--- src/rtl/dac_dbuf_pkg.sv ---
package dac_dbuf_pkg;
    localparam int unsigned MODE_OFS = 'h10;
    localparam int unsigned FIRE_OFS = 'h11;
    localparam int unsigned FIRE_BIT = 0;

    typedef enum logic {
        PIN_LOW  = 1'b0,
        PIN_HIGH = 1'b1
    } pin_state_e;

    typedef enum logic [1:0] {
        OP_NONE,
        OP_DATA,
        OP_SYNC,
        OP_TRIG
    } host_op_e;
endpackage

--- src/rtl/dac_trig_detect.sv ---
module dac_trig_detect
    import dac_dbuf_pkg::*;
#(
    parameter int unsigned SYNC_STAGES = 2
) (
    input  logic clk,
    input  logic rst_n,
    input  logic pin_async,
    output logic rise_pulse
);
    logic [SYNC_STAGES-1:0] sync_q;
    logic                   pin_lvl;
    pin_state_e             state_q, state_d;

    always_ff @(posedge clk) begin
        if (!rst_n) sync_q <= '0;
        else        sync_q <= {sync_q[SYNC_STAGES-2:0], pin_async};
    end

    assign pin_lvl = sync_q[SYNC_STAGES-1];

    // state register
    always_ff @(posedge clk) begin
        if (!rst_n) state_q <= PIN_LOW;
        else        state_q <= state_d;
    end

    // next state
    always_comb begin
        state_d = state_q;
        unique case (state_q)
            PIN_LOW:  if (pin_lvl)  state_d = PIN_HIGH;
            PIN_HIGH: if (!pin_lvl) state_d = PIN_LOW;
            default:  state_d = PIN_LOW;
        endcase
    end

    // outputs
    always_comb begin
        rise_pulse = 1'b0;
        unique case (state_q)
            PIN_LOW:  rise_pulse = pin_lvl;
            PIN_HIGH: rise_pulse = 1'b0;
            default:  rise_pulse = 1'b0;
        endcase
    end
endmodule

--- src/rtl/dac_chan_reg.sv ---
module dac_chan_reg #(
    parameter int unsigned CODE_W = 12
) (
    input  logic              clk,
    input  logic              rst_n,
    input  logic              wr_hit,
    input  logic [CODE_W-1:0] wr_code,
    input  logic              deferred,
    input  logic              fire,
    input  logic              reload,
    output logic [CODE_W-1:0] stage_q,
    output logic [CODE_W-1:0] live_q
);
    logic [CODE_W-1:0] stage_d;
    logic              load_live;

    assign stage_d   = wr_hit ? wr_code : stage_q;
    assign load_live = reload | (wr_hit & ~deferred) | (fire & deferred);

    always_ff @(posedge clk) begin
        if (!rst_n) begin
            stage_q <= '0;
            live_q  <= '0;
        end else begin
            stage_q <= stage_d;
            if (load_live) live_q <= stage_d;
        end
    end
endmodule

--- src/rtl/dac_reg_bank.sv ---
module dac_reg_bank #(
    parameter int unsigned NUM_CH = 8,
    parameter int unsigned CODE_W = 12
) (
    input  logic                     clk,
    input  logic                     rst_n,
    input  logic [NUM_CH-1:0]        wr_sel,
    input  logic [CODE_W-1:0]        wr_code,
    input  logic [NUM_CH-1:0]        mode_mask,
    input  logic                     fire,
    input  logic                     reload,
    output logic [NUM_CH*CODE_W-1:0] stage_flat,
    output logic [NUM_CH*CODE_W-1:0] live_flat
);
    for (genvar g = 0; g < NUM_CH; g++) begin : g_ch
        dac_chan_reg #(.CODE_W(CODE_W)) u_ch (
            .clk      (clk),
            .rst_n    (rst_n),
            .wr_hit   (wr_sel[g]),
            .wr_code  (wr_code),
            .deferred (mode_mask[g]),
            .fire     (fire),
            .reload   (reload),
            .stage_q  (stage_flat[g*CODE_W +: CODE_W]),
            .live_q   (live_flat[g*CODE_W +: CODE_W])
        );
    end
endmodule

--- src/rtl/dac_dbuf_ctrl.sv ---
module dac_dbuf_ctrl
    import dac_dbuf_pkg::*;
#(
    parameter int unsigned NUM_CH      = 8,
    parameter int unsigned CODE_W      = 12,
    parameter int unsigned ADDR_W      = 6,
    parameter int unsigned SYNC_STAGES = 2
) (
    input  logic                     clk,
    input  logic                     rst_n,
    input  logic                     host_wr,
    input  logic [ADDR_W-1:0]        host_addr,
    input  logic [CODE_W-1:0]        host_wdata,
    output logic [CODE_W-1:0]        host_rdata,
    input  logic                     trig_pin,
    input  logic                     reload_all,
    output logic [NUM_CH*CODE_W-1:0] dac_code
);
    localparam logic [ADDR_W-1:0] A_MODE = ADDR_W'(MODE_OFS);
    localparam logic [ADDR_W-1:0] A_FIRE = ADDR_W'(FIRE_OFS);
    localparam logic [ADDR_W-1:0] A_NCH  = ADDR_W'(NUM_CH);

    host_op_e                 op;
    logic [NUM_CH-1:0]        wr_sel;
    logic [NUM_CH-1:0]        mode_q;
    logic                     sw_fire;
    logic                     pin_rise;
    logic                     trig_evt;
    logic [NUM_CH*CODE_W-1:0] stage_flat;
    logic [NUM_CH*CODE_W-1:0] live_flat;
    logic                     unused_wdata;

    assign unused_wdata = ^host_wdata;

    // host cycle classification
    always_comb begin
        op = OP_NONE;
        if (host_wr) begin
            if (host_addr < A_NCH)        op = OP_DATA;
            else if (host_addr == A_MODE) op = OP_SYNC;
            else if (host_addr == A_FIRE) op = OP_TRIG;
        end
    end

    for (genvar g = 0; g < NUM_CH; g++) begin : g_sel
        assign wr_sel[g] = (op == OP_DATA) && (host_addr == ADDR_W'(g));
    end

    always_ff @(posedge clk) begin
        if (!rst_n)              mode_q <= '0;
        else if (op == OP_SYNC)  mode_q <= host_wdata[NUM_CH-1:0];
    end

    assign sw_fire  = (op == OP_TRIG) && host_wdata[FIRE_BIT];
    assign trig_evt = sw_fire | pin_rise;

    dac_trig_detect #(.SYNC_STAGES(SYNC_STAGES)) u_pin (
        .clk        (clk),
        .rst_n      (rst_n),
        .pin_async  (trig_pin),
        .rise_pulse (pin_rise)
    );

    dac_reg_bank #(.NUM_CH(NUM_CH), .CODE_W(CODE_W)) u_bank (
        .clk        (clk),
        .rst_n      (rst_n),
        .wr_sel     (wr_sel),
        .wr_code    (host_wdata),
        .mode_mask  (mode_q),
        .fire       (trig_evt),
        .reload     (reload_all),
        .stage_flat (stage_flat),
        .live_flat  (live_flat)
    );

    // readback: live codes, mode mask, command reads zero
    always_comb begin
        host_rdata = '0;
        for (int c = 0; c < NUM_CH; c++) begin
            if (host_addr == ADDR_W'(c)) host_rdata = live_flat[c*CODE_W +: CODE_W];
        end
        if (host_addr == A_MODE) host_rdata = CODE_W'(mode_q);
    end

    assign dac_code = live_flat;
endmodule


--- config.mk ---
export PLATFORM = sky130hd
export DESIGN_NAME = dac_dbuf_ctrl
export DESIGN_NICKNAME = d
export VERILOG_FILES = /design/src/rtl/dac_dbuf_pkg.sv /design/src/rtl/dac_trig_detect.sv /design/src/rtl/dac_chan_reg.sv /design/src/rtl/dac_reg_bank.sv /design/src/rtl/dac_dbuf_ctrl.sv
export SDC_FILE = /design/constraint.sdc
export NUM_CORES = 1
export LEC_CHECK = 0
export BUFFER_PORTS_ARGS = -buffer_cell sky130_fd_sc_hd__buf_4
export CORE_MARGIN = 1
export CORE_UTILIZATION = 52
export CTS_BUF_LIST = sky130_fd_sc_hd__clkbuf_8 sky130_fd_sc_hd__clkbuf_16
export DETAILED_ROUTE_END_ITERATION = 10
export HOLD_SLACK_MARGIN = 0.15
export PLACE_DENSITY = 0.83
export SLEW_MARGIN = 20
export SYNTH_ARGS = -nofsm -noshare
export SYNTH_HDL_FRONTEND = slang
export SYNTH_HIERARCHICAL = 1
export SYNTH_SLANG_ARGS = --single-unit
--- constraint.sdc ---
create_clock -name clk -period 2.9 [get_ports clk]
set_clock_uncertainty 0.05 [all_clocks]
set_input_delay 0.29 -clock clk [delete_from_list [all_inputs] [get_ports clk]]
set_output_delay 0.29 -clock clk [all_outputs]
set_load 0.01 [all_outputs]
==> results by group <==
Outcome
  • Outcome: complete, no violations

STA
  • Final slew viol count: 0
  • Setup TNS: 0 ns
  • Endpoints failing setup: 0
  • Slew @ Worst Pin: 1.03 ns
  • Worst relative slew slack: 31.0%
  • RSZ-0062 raised after global routing: false
  • Fmax: 401 MHz
  • Final hold violations: 0
  • Post-route setup slack: 0.405 ns
  • Tmin final: 2.49 ns
  • Fin crit share: 86.0%

Global routing
  • Initial antenna violation count: 0
  • Overflow after GRT: 0
  • First-pass GRT wire length: 37300 µm
  • Vias in the first global route: 6456
  • Overall routing resource usage: 27.2%
  • Largest net degree at the start of global routing: 119

Routing
  • WL final: 24800 µm
  • Remaining DRCs: 0
  • Antenna-violating nets left: 0
  • Pre-antenna DRT Iters: 6
  • Routed len/inst: 20.8 µm
  • DR iter-0 viols: 497
  • Routed via count: 6596
  • Vias per inst: 5.52

Logic synthesis
  • #FFs+latches synth: 203
  • Yosys top cell area share: 44.3%
  • Yosys top cell by area: dfxtp_1
  • Unique cell type count in the Yosys netlist: 43
  • Post-synth EDFFs: 0
  • Async SR Flop Fraction: 0%
  • Synth area leaders: dfxtp_1 (44%), mux2i_1 (14%), mux2_2 (11%)
  • Ys Warns: 6
  • Average cell area after synthesis: 11.1 µm²
  • Syn_nets: 847
  • Main synth FF type: dfxtp_1
  • Post-Synthesis Cells: 824
  • Cell Area, Synth: 9170 µm²
  • Sequential fraction of the synthesis area: 44.3%

Worst setup path
  • R2R setup slack: 0.71 ns
  • Worst-path maximum fanout: 11
  • Reg2reg start: u_pin/sync_q[1]$_SDFF_PN0_
  • Critical path class: in2out
  • CP Launch Point: host_addr[3]
  • Critical path startpoint category: primary input
  • Worst EP arrival: 2.15 ns
  • Endpoint class of the critical path: output pin
  • Critical Path RT: 2.56 ns
  • RR Endpoint: u_bank/g_ch[7].u_ch/live_q[0]$_SDFFE_PN0P_
  • Reg2Reg Depth: 4

Placed design
  • Post-DP HPWL: 16800 µm
  • DP Worst Slack: 0.211 ns
  • GP Congestion: 0.989
  • Placed Area: 10400 µm²
  • IO Port Bufs: 130
  • Dpl cells: 1157

Clock tree
  • Clock transition at path regs: 0.06 ns
  • Clk_lat worst skew: 0.49 ns
  • Root buffer cell: clkbuf_16
  • CTS Buffer Depth: 3
  • CTS sink cnt: 203
  • H-tree depth: 1
  • TritonCTS Buffers: 21
  • CTS tree: yes

Power
  • Peak supply drop: 0.427 mV
  • Power per cell area: 527 nW/µm²
  • Pleak: 4.46 nW

Min path
  • WHS Path Cells: 3
  • End of the worst hold path: u_bank/g_ch[2].u_ch/stage_q[11]$_SDFF_PN0_
  • Hold Startpoint: host_wdata[11]
  • Hold Crit Class: in2reg

Flow run
  • Max-cap violation count: 0

Die
  • Chip height: 135 µm
  • Die Wd: 135 µm
  • IO Pins: 131
  • Initial core utilization: 53.2%
  • Core Area: 17200 µm²
  • Die ar.: 18200 µm²
  • Rows: 48

Layout
  • Final instance area: 11100 µm²
  • Commonest non-fill, non-tap cell in the layout: dfxtp_1
  • Final nets: 979
  • Most frequent cells in the layout: dfxtp_1 (203), buf_4 (156), mux2i_1 (124), nor2b_1 (106), and2_1 (101)
  • Final non-filler cell total: 1195
  • Diode count: 0
  • Layout cells sized above 1: 32.3%
  • Final Core Density: 64.3%
  • Area growth syn-to-layout: 21.0%
  • Layout fillers: 1377
where the power goes:
part	switching [W]	internal, W	leakage (nW)
combinational	0.000182	0.000113	2.45
clock	0.00107	0.00169	0.372
sequential	0.00000271	0.00279	1.63
total	0.00126	0.00459	4.46
flip-flops by register name (all words and copies together), names as in the netlist:
name                      count
u_bank/g_ch.u_ch/live_q      96
u_bank/g_ch.u_ch/stage_q     96
mode_q                        8
u_pin/sync_q                  2
u_pin/state_q                 1
how the worst max path moves through the flow:
stage                                                  to  slack [ns]  depth (start not counted)
4_1_cts                                    host_rdata[11]        0.39                          6
5_1_grt                                    host_rdata[11]        0.30                          6
2_1_floorplan  u_bank/g_ch[0].u_ch/live_q[5]$_SDFFE_PN0P_        0.30                          8
3_5_place_dp   u_bank/g_ch[1].u_ch/live_q[5]$_SDFFE_PN0P_        0.21                          6
6_report                                   host_rdata[11]        0.41                          6
3_3_place_gp   u_bank/g_ch[5].u_ch/live_q[5]$_SDFFE_PN0P_        0.23                          5
metal layers:
metal | wire [µm] | up-vias | track usage, %
met5 | 0 | - | 0
met4 | 761 | 0 | 10.2
met3 | 1440 | 46 | 4.39
met2 | 11800 | 208 | 44.1
met1 | 10800 | 3226 | 36.4
li1 | - | 3116 | -
critical path: stages:
cell and delay [ns]:
buf_4 0.14, or4b_1 0.60, nor3_4 0.44, a221oi_1 0.16, o32ai_1 0.34, buf_4 0.19
repair_timing:
action / 4_1_cts / 5_1_grt
setup buffers: 0 / 0
endpoints found under the hold margin: 1 / 0
gates resized for setup: 0 / 0
hold buffers: 1 / 0
cell usage after synthesis (7+ instances only):
library cell	number
nand2_1	7
nor2_1	8
mux2i_1	124
a211oi_1	8
buf_6	11
dfxtp_1	203
buf_4	8
mux2_2	91
o21ai_0	14
clkbuf_1	19
a21oi_1	12
nor2b_4	9
buf_2	11
nor2b_1	106
nand2b_1	9
and2_1	101
a211oi_4	8
a22o_1	8
and3_1	9
o22ai_1	16
mux2_1	8
area by class of cell:
type / instances / area (µm²) / area share [%]
clock buffer: 25 / 581 / 5.24
clock inverter: 12 / 133 / 1.20
inverter: 1 / 3.75 / 0.0338
multi-input combinational: 570 / 4810 / 43.3
sequential: 203 / 4060 / 36.6
tap: 225 / 282 / 2.54
timing repair buffer: 159 / 1220 / 11.0
cells by family (layout without fill, tap and decap cells):
family | Yosys count | after routing | share of synthesized area (%)
compound gates | 78 | 78 | 7.11
mux | 225 | 225 | 26.2
buf+inv | 51 | 197 | 3.47
simple gates | 267 | 267 | 18.9
flops | 203 | 203 | 44.3
metrics by stage:
step                      total power [W]  hold WS (ns)
after global placement            0.00314         0.363
after CTS                         0.00587         0.162
after detailed placement          0.00315         0.364
final                             0.00585         0.172
after floorplan                   0.00302         0.356
after global routing              0.00601         0.174
No activity file was read; power rests on OpenSTA's default activity.
